File: src/rtl/simd_pkg.sv
package simd_pkg;

    typedef enum logic [1:0] {
        LSZ_8   = 2'd0,
        LSZ_16  = 2'd1,
        LSZ_32  = 2'd2,
        LSZ_32B = 2'd3
    } lane_size_e;

    localparam int unsigned NUM_SIZES = 3;

    function automatic int unsigned size_width(input int unsigned idx);
        return 8 << idx;
    endfunction

endpackage

File: src/rtl/simd_lane_add.sv
module simd_lane_add #(
    parameter int unsigned W = 8
) (
    input  logic [W-1:0] a,
    input  logic [W-1:0] b,
    input  logic         sub,
    input  logic         sgn,
    input  logic         sat,
    output logic [W-1:0] res,
    output logic         ovf
);
    logic [W:0]   ext;
    logic [W-1:0] wrap_val;
    logic [W-1:0] clamp_val;
    logic         b_sign_eff;

    always_comb begin
        ext        = sub ? ({1'b0, a} - {1'b0, b}) : ({1'b0, a} + {1'b0, b});
        wrap_val   = ext[W-1:0];
        b_sign_eff = sub ? ~b[W-1] : b[W-1];
        if (sgn) begin
            // same effective signs in, different sign out
            ovf       = (a[W-1] == b_sign_eff) && (wrap_val[W-1] != a[W-1]);
            clamp_val = a[W-1] ? {1'b1, {(W-1){1'b0}}} : {1'b0, {(W-1){1'b1}}};
        end else begin
            ovf       = ext[W];
            clamp_val = sub ? {W{1'b0}} : {W{1'b1}};
        end
        res = (sat && ovf) ? clamp_val : wrap_val;
    end

endmodule

File: src/rtl/simd_lane_bank.sv
module simd_lane_bank #(
    parameter int unsigned DATA_W = 64,
    parameter int unsigned LANE_W = 8
) (
    input  logic [DATA_W-1:0]   a,
    input  logic [DATA_W-1:0]   b,
    input  logic                sub,
    input  logic                sgn,
    input  logic                sat,
    output logic [DATA_W-1:0]   res,
    output logic [DATA_W/8-1:0] flags
);
    localparam int unsigned LANES      = DATA_W / LANE_W;
    localparam int unsigned BYTES_LANE = LANE_W / 8;

    for (genvar i = 0; i < LANES; i++) begin : g_lane
        logic lane_ovf;
        simd_lane_add #(.W(LANE_W)) u_add (
            .a   (a[i*LANE_W +: LANE_W]),
            .b   (b[i*LANE_W +: LANE_W]),
            .sub (sub),
            .sgn (sgn),
            .sat (sat),
            .res (res[i*LANE_W +: LANE_W]),
            .ovf (lane_ovf)
        );
        assign flags[i*BYTES_LANE +: BYTES_LANE] = {BYTES_LANE{lane_ovf}};
    end

endmodule

File: src/rtl/simd_sat_addsub.sv
module simd_sat_addsub
    import simd_pkg::*;
#(
    parameter int unsigned DATA_W = 64
) (
    input  logic              clk,
    input  logic              rst,
    input  logic              in_valid,
    input  logic [DATA_W-1:0] opa,
    input  logic [DATA_W-1:0] opb,
    input  logic              op_sub,
    input  logic              op_signed,
    input  logic              op_sat,
    input  logic [1:0]        lane_size,
    output logic              out_valid,
    output logic [DATA_W-1:0] out_result,
    output logic [DATA_W/8-1:0] out_flags
);
    localparam int unsigned NBYTES = DATA_W / 8;

    typedef struct packed {
        logic              valid;
        logic [DATA_W-1:0] result;
        logic [NBYTES-1:0] flags;
    } out_state_t;

    logic [DATA_W-1:0] bank_res [NUM_SIZES];
    logic [NBYTES-1:0] bank_flg [NUM_SIZES];

    for (genvar k = 0; k < NUM_SIZES; k++) begin : g_size
        simd_lane_bank #(
            .DATA_W (DATA_W),
            .LANE_W (size_width(k))
        ) u_bank (
            .a     (opa),
            .b     (opb),
            .sub   (op_sub),
            .sgn   (op_signed),
            .sat   (op_sat),
            .res   (bank_res[k]),
            .flags (bank_flg[k])
        );
    end

    out_state_t st_d, st_q;
    lane_size_e size_sel;

    always_comb begin
        size_sel = lane_size_e'(lane_size);
        st_d     = st_q;
        st_d.valid = in_valid;
        if (in_valid) begin
            unique case (size_sel)
                LSZ_8: begin
                    st_d.result = bank_res[0];
                    st_d.flags  = bank_flg[0];
                end
                LSZ_16: begin
                    st_d.result = bank_res[1];
                    st_d.flags  = bank_flg[1];
                end
                default: begin
                    st_d.result = bank_res[2];
                    st_d.flags  = bank_flg[2];
                end
            endcase
        end
    end

    always_ff @(posedge clk) begin
        if (rst) begin
            st_q <= '0;
        end else begin
            st_q <= st_d;
        end
    end

    assign out_valid  = st_q.valid;
    assign out_result = st_q.result;
    assign out_flags  = st_q.flags;

endmodule

File: config.mk
export PLATFORM = sky130hd
export DESIGN_NAME = simd_sat_addsub
export DESIGN_NICKNAME = d
export VERILOG_FILES = /design/src/rtl/simd_pkg.sv /design/src/rtl/simd_lane_add.sv /design/src/rtl/simd_lane_bank.sv /design/src/rtl/simd_sat_addsub.sv
export SDC_FILE = /design/constraint.sdc
export NUM_CORES = 1
export LEC_CHECK = 0
export BUFFER_PORTS_ARGS = -buffer_cell sky130_fd_sc_hd__buf_2
export CORE_MARGIN = 5
export CORE_UTILIZATION = 31
export CTS_BUF_LIST = sky130_fd_sc_hd__clkbuf_4
export DETAILED_ROUTE_END_ITERATION = 10
export GPL_ROUTABILITY_DRIVEN = 0
export PLACE_DENSITY = 0.52
export SLEW_MARGIN = 20
export SYNTH_ARGS = -nofsm -noshare
export SYNTH_HDL_FRONTEND = slang
export SYNTH_SLANG_ARGS = --single-unit
File: constraint.sdc
create_clock -name clk -period 4.9 [get_ports clk]
set_input_delay 0.245 -clock clk [delete_from_list [all_inputs] [get_ports clk]]
set_output_delay 0.245 -clock clk [all_outputs]
set_load 0.02 [all_outputs]
## After elaboration in Yosys (flattened, before gate mapping)

Index checks and enable logic that the tools add are counted.

| word-level totals | value |
|---|---|
| bits in writable memories | 0 |
| output and inout bits | 73 |
| input bits | 136 |
| memories kept | 0 |
| memory bits (read-only) | 0 |
| flip-flop bits (word level) | 73 |
| latch bits | 0 |
| logic and storage cells | 173 |

| operators by class | value |
|---|---|
| magnitude comparators | 0 |
| div/mod/pow operators | 0 |
| add/subtract/negate cells | 28 |
| equal/unequal tests | 23 |
| $mul | 0 |
| shift-type cells | 0 |
| bitwise gates (word level) | 8 |
| reductions and logical operators | 29 |
| mux-type cells | 82 |

Operator list:

| operator | count |
|---|---|
| 32-bit two-way mux | 7 |
| 16-bit two-way mux | 13 |
| 8-bit two-way mux | 25 |
| 72-bit one-hot mux with 2 select lines | 1 |
| 8-bit by 8-bit adder with 9-bit output | 8 |
| 9-bit two-way mux | 8 |
| 8-bit by 8-bit subtractor with 9-bit output | 8 |
| 16-bit by 16-bit adder with 17-bit output | 4 |
| 17-bit two-way mux | 4 |
| 16-bit by 16-bit subtractor with 17-bit output | 4 |
| 32-bit by 32-bit adder with 33-bit output | 2 |
| 33-bit two-way mux | 2 |
| 32-bit by 32-bit subtractor with 33-bit output | 2 |
| 1-bit logical AND | 28 |
| 1-bit two-way mux | 22 |
| 1-bit != test | 14 |
| 1-bit equality test | 8 |
| 1-bit NOT | 8 |
| 2-bit by 1-bit equality test with 1-bit output, second input constant | 1 |
| 2-bit logical NOT | 1 |

## Logic depth before layout (Yosys ltp)

| depth | value |
|---|---|
| depth after elaboration | 8 |
| depth in mapped cells | 22 |

## By module

A second synthesis with hierarchy kept.

| unflattened totals | value |
|---|---|
| cell total of the unflattened synthesis | 2849 |
| area total of the unflattened synthesis | 22193.8 um^2 |

By module, submodules not included:

| module | cells each | instances | seq. area each (um^2) | area an instance (um^2) |
|---|---|---|---|---|
| simd_lane_add at g_size[0].u_bank.g_lane[0].u_add ... | 101 | 8 | 0.0 | 735.7 |
| simd_lane_add at g_size[1].u_bank.g_lane[0].u_add ... | 191 | 4 | 0.0 | 1413.9 |
| simd_sat_addsub | 419 | 1 | 1461.4 | 4724.5 |
| simd_lane_add at g_size[2].u_bank.g_lane[0].u_add | 433 | 1 | 0.0 | 3064.2 |
| simd_lane_add at g_size[2].u_bank.g_lane[1].u_add | 401 | 1 | 0.0 | 2683.8 |
| simd_lane_bank | 8 | 3 | 0.0 | 60.1 |

## Worst setup path before layout

Ideal clock, no wire load.

| path | value |
|---|---|
| path type | input -> register |
| from | in op_sub |
| to | reg st_q (netlist bit out_result[47]) |
| library setup time | 120 ps |
| path buffers | 7 |
| stages | 19 |
| arrival time | 5262 ps |
| setup slack | -481 ps |
| cells stage by stage | clkbuf_1 buf_2 buf_2 buf_1 clkbuf_1 buf_1 mux2_2 fa_1 nand2b_1 a21o_1 a211oi_2 a211oi_1 or4_4 o2111a_1 nor4b_4 buf_4 nand2_1 o211a_1 o31a_1 |

| on the way | value |
|---|---|
| longest elaborated chain between the ends | 7 |
| elaborated cells between the ends (all ways) | 29 |
| classes of those cells | eq/ne (5); mux (18); reduce/logical (6) |

Ends and longest elaborated chain:

| element | RTL line | text |
|---|---|---|
| start: declaration | simd_sat_addsub.sv:11 | `input logic op_sub,` |
| 1-bit two-way mux (tied with other cells) | simd_lane_add.sv:20 | `b_sign_eff = sub ? ~b[W-1] : b[W-1];` |
| 1-bit equality test or 1-bit != test (tied branches) | simd_lane_add.sv:23 | `ovf = (a[W-1] == b_sign_eff) && (wrap_val[W-1] != a[W-1]);` |
| 1-bit logical AND | simd_lane_add.sv:23 |  |
| 1-bit two-way mux | simd_lane_add.sv:21 | `if (sgn) begin` |
| 1-bit logical AND | simd_lane_add.sv:29 | `res = (sat && ovf) ? clamp_val : wrap_val;` |
| 32-bit two-way mux (tied with other cells) | simd_lane_add.sv:29 |  |
| 72-bit one-hot mux with 2 select lines (*) | simd_sat_addsub.sv:53 | `unique case (size_sel)` |
| end signal: assignment | simd_sat_addsub.sv:74 | `st_q <= st_d;` |
| end: declaration | simd_sat_addsub.sv:45 | `out_state_t st_d, st_q;` |

Mark *: on every way between the ends. The rest lies on a longest branch, timed or not.
A chain may end at the register's enable or synchronous reset.

## Worst setup path after layout

| path | value |
|---|---|
| from | in opb[33] |
| to | reg st_q (netlist bit out_result[47]) |

| on the way | value |
|---|---|
| longest elaborated chain between the ends | 8 |
| elaborated cells between the ends (all ways) | 17 |
| classes of those cells | add/sub (4); eq/ne (2); mux (7); reduce/logical (4) |

Ends and longest elaborated chain:

| element | RTL line | text |
|---|---|---|
| start: declaration | simd_sat_addsub.sv:10 | `input logic [DATA_W-1:0] opb,` |
| 32-bit by 32-bit adder with 33-bit output (tied with other cells) | simd_lane_add.sv:18 | `ext = sub ? ({1'b0, a} - {1'b0, b}) : ({1'b0, a} + {1'b0, b});` |
| 33-bit two-way mux or 17-bit two-way mux (tied branches) | simd_lane_add.sv:18 |  |
| 1-bit != test | simd_lane_add.sv:23 |  |
| 1-bit logical AND | simd_lane_add.sv:23 |  |
| 1-bit two-way mux | simd_lane_add.sv:21 |  |
| 1-bit logical AND | simd_lane_add.sv:29 |  |
| 32-bit two-way mux or 16-bit two-way mux (tied branches) | simd_lane_add.sv:29 |  |
| 72-bit one-hot mux with 2 select lines (*) | simd_sat_addsub.sv:53 |  |

Marked as above.

==> metrics.cfg <==
[synthesis]
synth_nets=2346
synthTopCellsByCount=nor2_1 (290), a21oi_1 (173), xnor2_1 (159)
synth-seq-cells=73
yosysMostFrequentCell=nor2_1
synth.avg_cell_area_um2=6.95
ys_async_sr_fraction_pct=0
synth_edf_count=0
synth_area_mm2=0.0144
synth_largest_area_cell=ha_1
synthTopCellsByArea=ha_1 (12%), dfxtp_1 (10%), xnor2_1 (9.7%)
synth_warnings=0
synth_top_cell_area_share_pct=12.0
yosysSeqAreaShare_pct=10.2
synth_cell_type_count=88
synth_cells=2064
synthFlopType=dfxtp_1

[sta]
skew_ps=0
finalCritPeriodShare_pct=92.9
setup_viol=0
hold_slack_ps=169
slew_headroom_pct=33.2
fmax_mhz=220
fin_tns_setup_ps=0
fin_crit_ps=4550
rsz0062_at_grt=no
slew_viol_final=0
worstMarginPinSlew_ps=1000
hold_violations=0

[die]
io_pins=209
row_count=78
dieArea_mm2=0.0507
core_mm2=0.0456
initial_core_util_pct=31.5
die_width_um=225
fp.dieH_um=225

[drt]
wirelength_um=58400
postRouteAntennaNets=0
vias=16500
detail_route.vias_per_cell=5.67
drtIter0Drc=1322
dr.pass1.iters=5
wire_per_inst_um=20.1
drc_errors=0

[clocking]
clkSinkCount=73
clk_latency_ps=500
clk_pin_slew_ps=150
cts-root-buf=clkbuf_4
cts_repair_resize_count=0
postCtsHoldBufs=0
numCtsBuffers=9
cts_buffer_depth=2
cts_tree=done
htreeDepth=3

[grt]
track_usage_pct=21.6
grt_pass1_vias=15600
grt_overflow=0
grt_max_degree=53
grt_pass1_wl_um=88300
grt_antenna_before_repair=7

[critical_path]
crit_path_end_kind=flip-flop
cpMaxStageDelayCell=a221oi_1
path_class=in -> reg
worstPathArrival_ps=4960
crit_buf_inv=4
cpLargestDelayFamily=compound AO/OA/AOI/OAI gates
required_ps=5300
path_cells=buf_2 > inv_1 > ha_1 > or3b_1 > nor4b_2 > buf_4 > a21oi_1 > or2_0 > nor2_1 > xor2_1 > ha_1 > a21oi_1 > o211ai_1 > a221oi_1 > o221ai_1 > a2bb2oi_1 > nor2_1 > nor4b_4 > buf_4 > nand2_1 > o211a_1 > o31a_1
cp_slowest_stage_delay_ps=410
start_kind=input port
crit_fanout=14

[layout]
fillers=4876
fin_nets=2579
final_area_mm2=0.0168
area_growth_pct=17.2
drive_gt1_share_pct=16.8
final_core_util_pct=36.9

[min_path]
hold_class=in -> reg

[place]
placed_area_mm2=0.0167
port_buffers=208
hpwl_um=48200

[power_and_ir_drop]
power_leakage_nw=7.28
p_per_area_mw_per_mm2=238
p_total_w=0.00400
vdd_ir_drop_max_uv=97.6

[outcome]
status=complete, no violations

[flow_run]
max_cap_viol_count=0

## routing by layer
layer / vias to the layer above / track usage [%] / wire length [um]
met3: 87 / 3.49 / 3460
met2: 528 / 35.0 / 26200
met5: - / 0 / 52
li1: 8074 / - / -
met1: 7771 / 29.8 / 27000
met4: 8 / 6.31 / 1640
## path summary, 6_finish.rpt
path,slack [ps],cells after the start,endpoint,startpoint
max,350,22,out_result[47],opb[33]
min reg2reg,500,2,out_result[60],out_result[60]
max reg2reg,3680,5,out_result[52],out_result[52]
min,170,4,out_result[63],lane_size[0]
## area by class of cell
| cell class | instances | area, um^2 | area share [%] |
|---|---|---|---|
| clock inverters | 7 | 76.3 | 0.454 |
| multi-input cells | 1812 | 12200 | 72.6 |
| well taps | 600 | 751 | 4.46 |
| clock buffers | 9 | 67.6 | 0.402 |
| flip-flops and latches | 73 | 1460 | 8.69 |
| repair buffers | 328 | 1970 | 11.7 |
| diodes | 3 | 7.51 | 0.0446 |
| inverters | 73 | 274 | 1.63 |
## timing repair
| item | in CTS | in global routing |
|---|---|---|
| endpoints found under the setup margin | 0 | 2 |
| endpoints found under the hold margin | 0 | 0 |
| setup buffers | 0 | 1 |
## worst register-to-register path: stages (launching register included)
cell	delay, ps
dfxtp_1	340
o21bai_1	350
nor4_1	100
buf_4	160
a21oi_1	110
o21ai_1	70
## registers in the layout (all words and copies together) (netlist names)
register    count
out_flags       8
out_result     64
out_valid       1
## stage by stage
step,setup slack (ps),std cells
after detailed placement,-141,2885
after global routing,14.7,2905
after floorplan,12.4,2064
final,346,2905
after global placement,-15.1,2885
after CTS,416,2901
## cells in the final DEF (no fill, tap or decap), drive strengths merged, types with 22 or more instances in the layout
master and count:
a21oi 173, a31oi 31, a211oi 50, nor4 28
o21ai 127, xor2 56, nor2 291, a311oi 29
nand2b 27, dfxtp 73, nor3 50, nand3 41
buf 328, a21o 44, and2 22, inv 75
ha 138, o21a 41, nand2 140, nor2b 31
xnor2 159
## cells by family (layout without fill, tap and decap cells)
logic type | count (synthesis) | count (layout) | share of synthesized area, %
AND/OR/NAND/NOR | 740 | 740 | 24.8
AO/OA/AOI/OAI | 686 | 686 | 32.1
XOR/XNOR | 215 | 215 | 13.1
buffers and inverters | 179 | 417 | 4.85
adder cells (fa/ha/maj) | 146 | 146 | 13.1
flip-flops | 73 | 73 | 10.2
multiplexers | 25 | 25 | 1.83
other | 0 | 3 | 0
## power breakdown
part           switching (W)  internal (W)
logic                0.00168       0.00113
clock network       0.000299      0.000160
registers          0.0000591      0.000668
total                0.00204       0.00196
(Power assumes the default switching activity.)
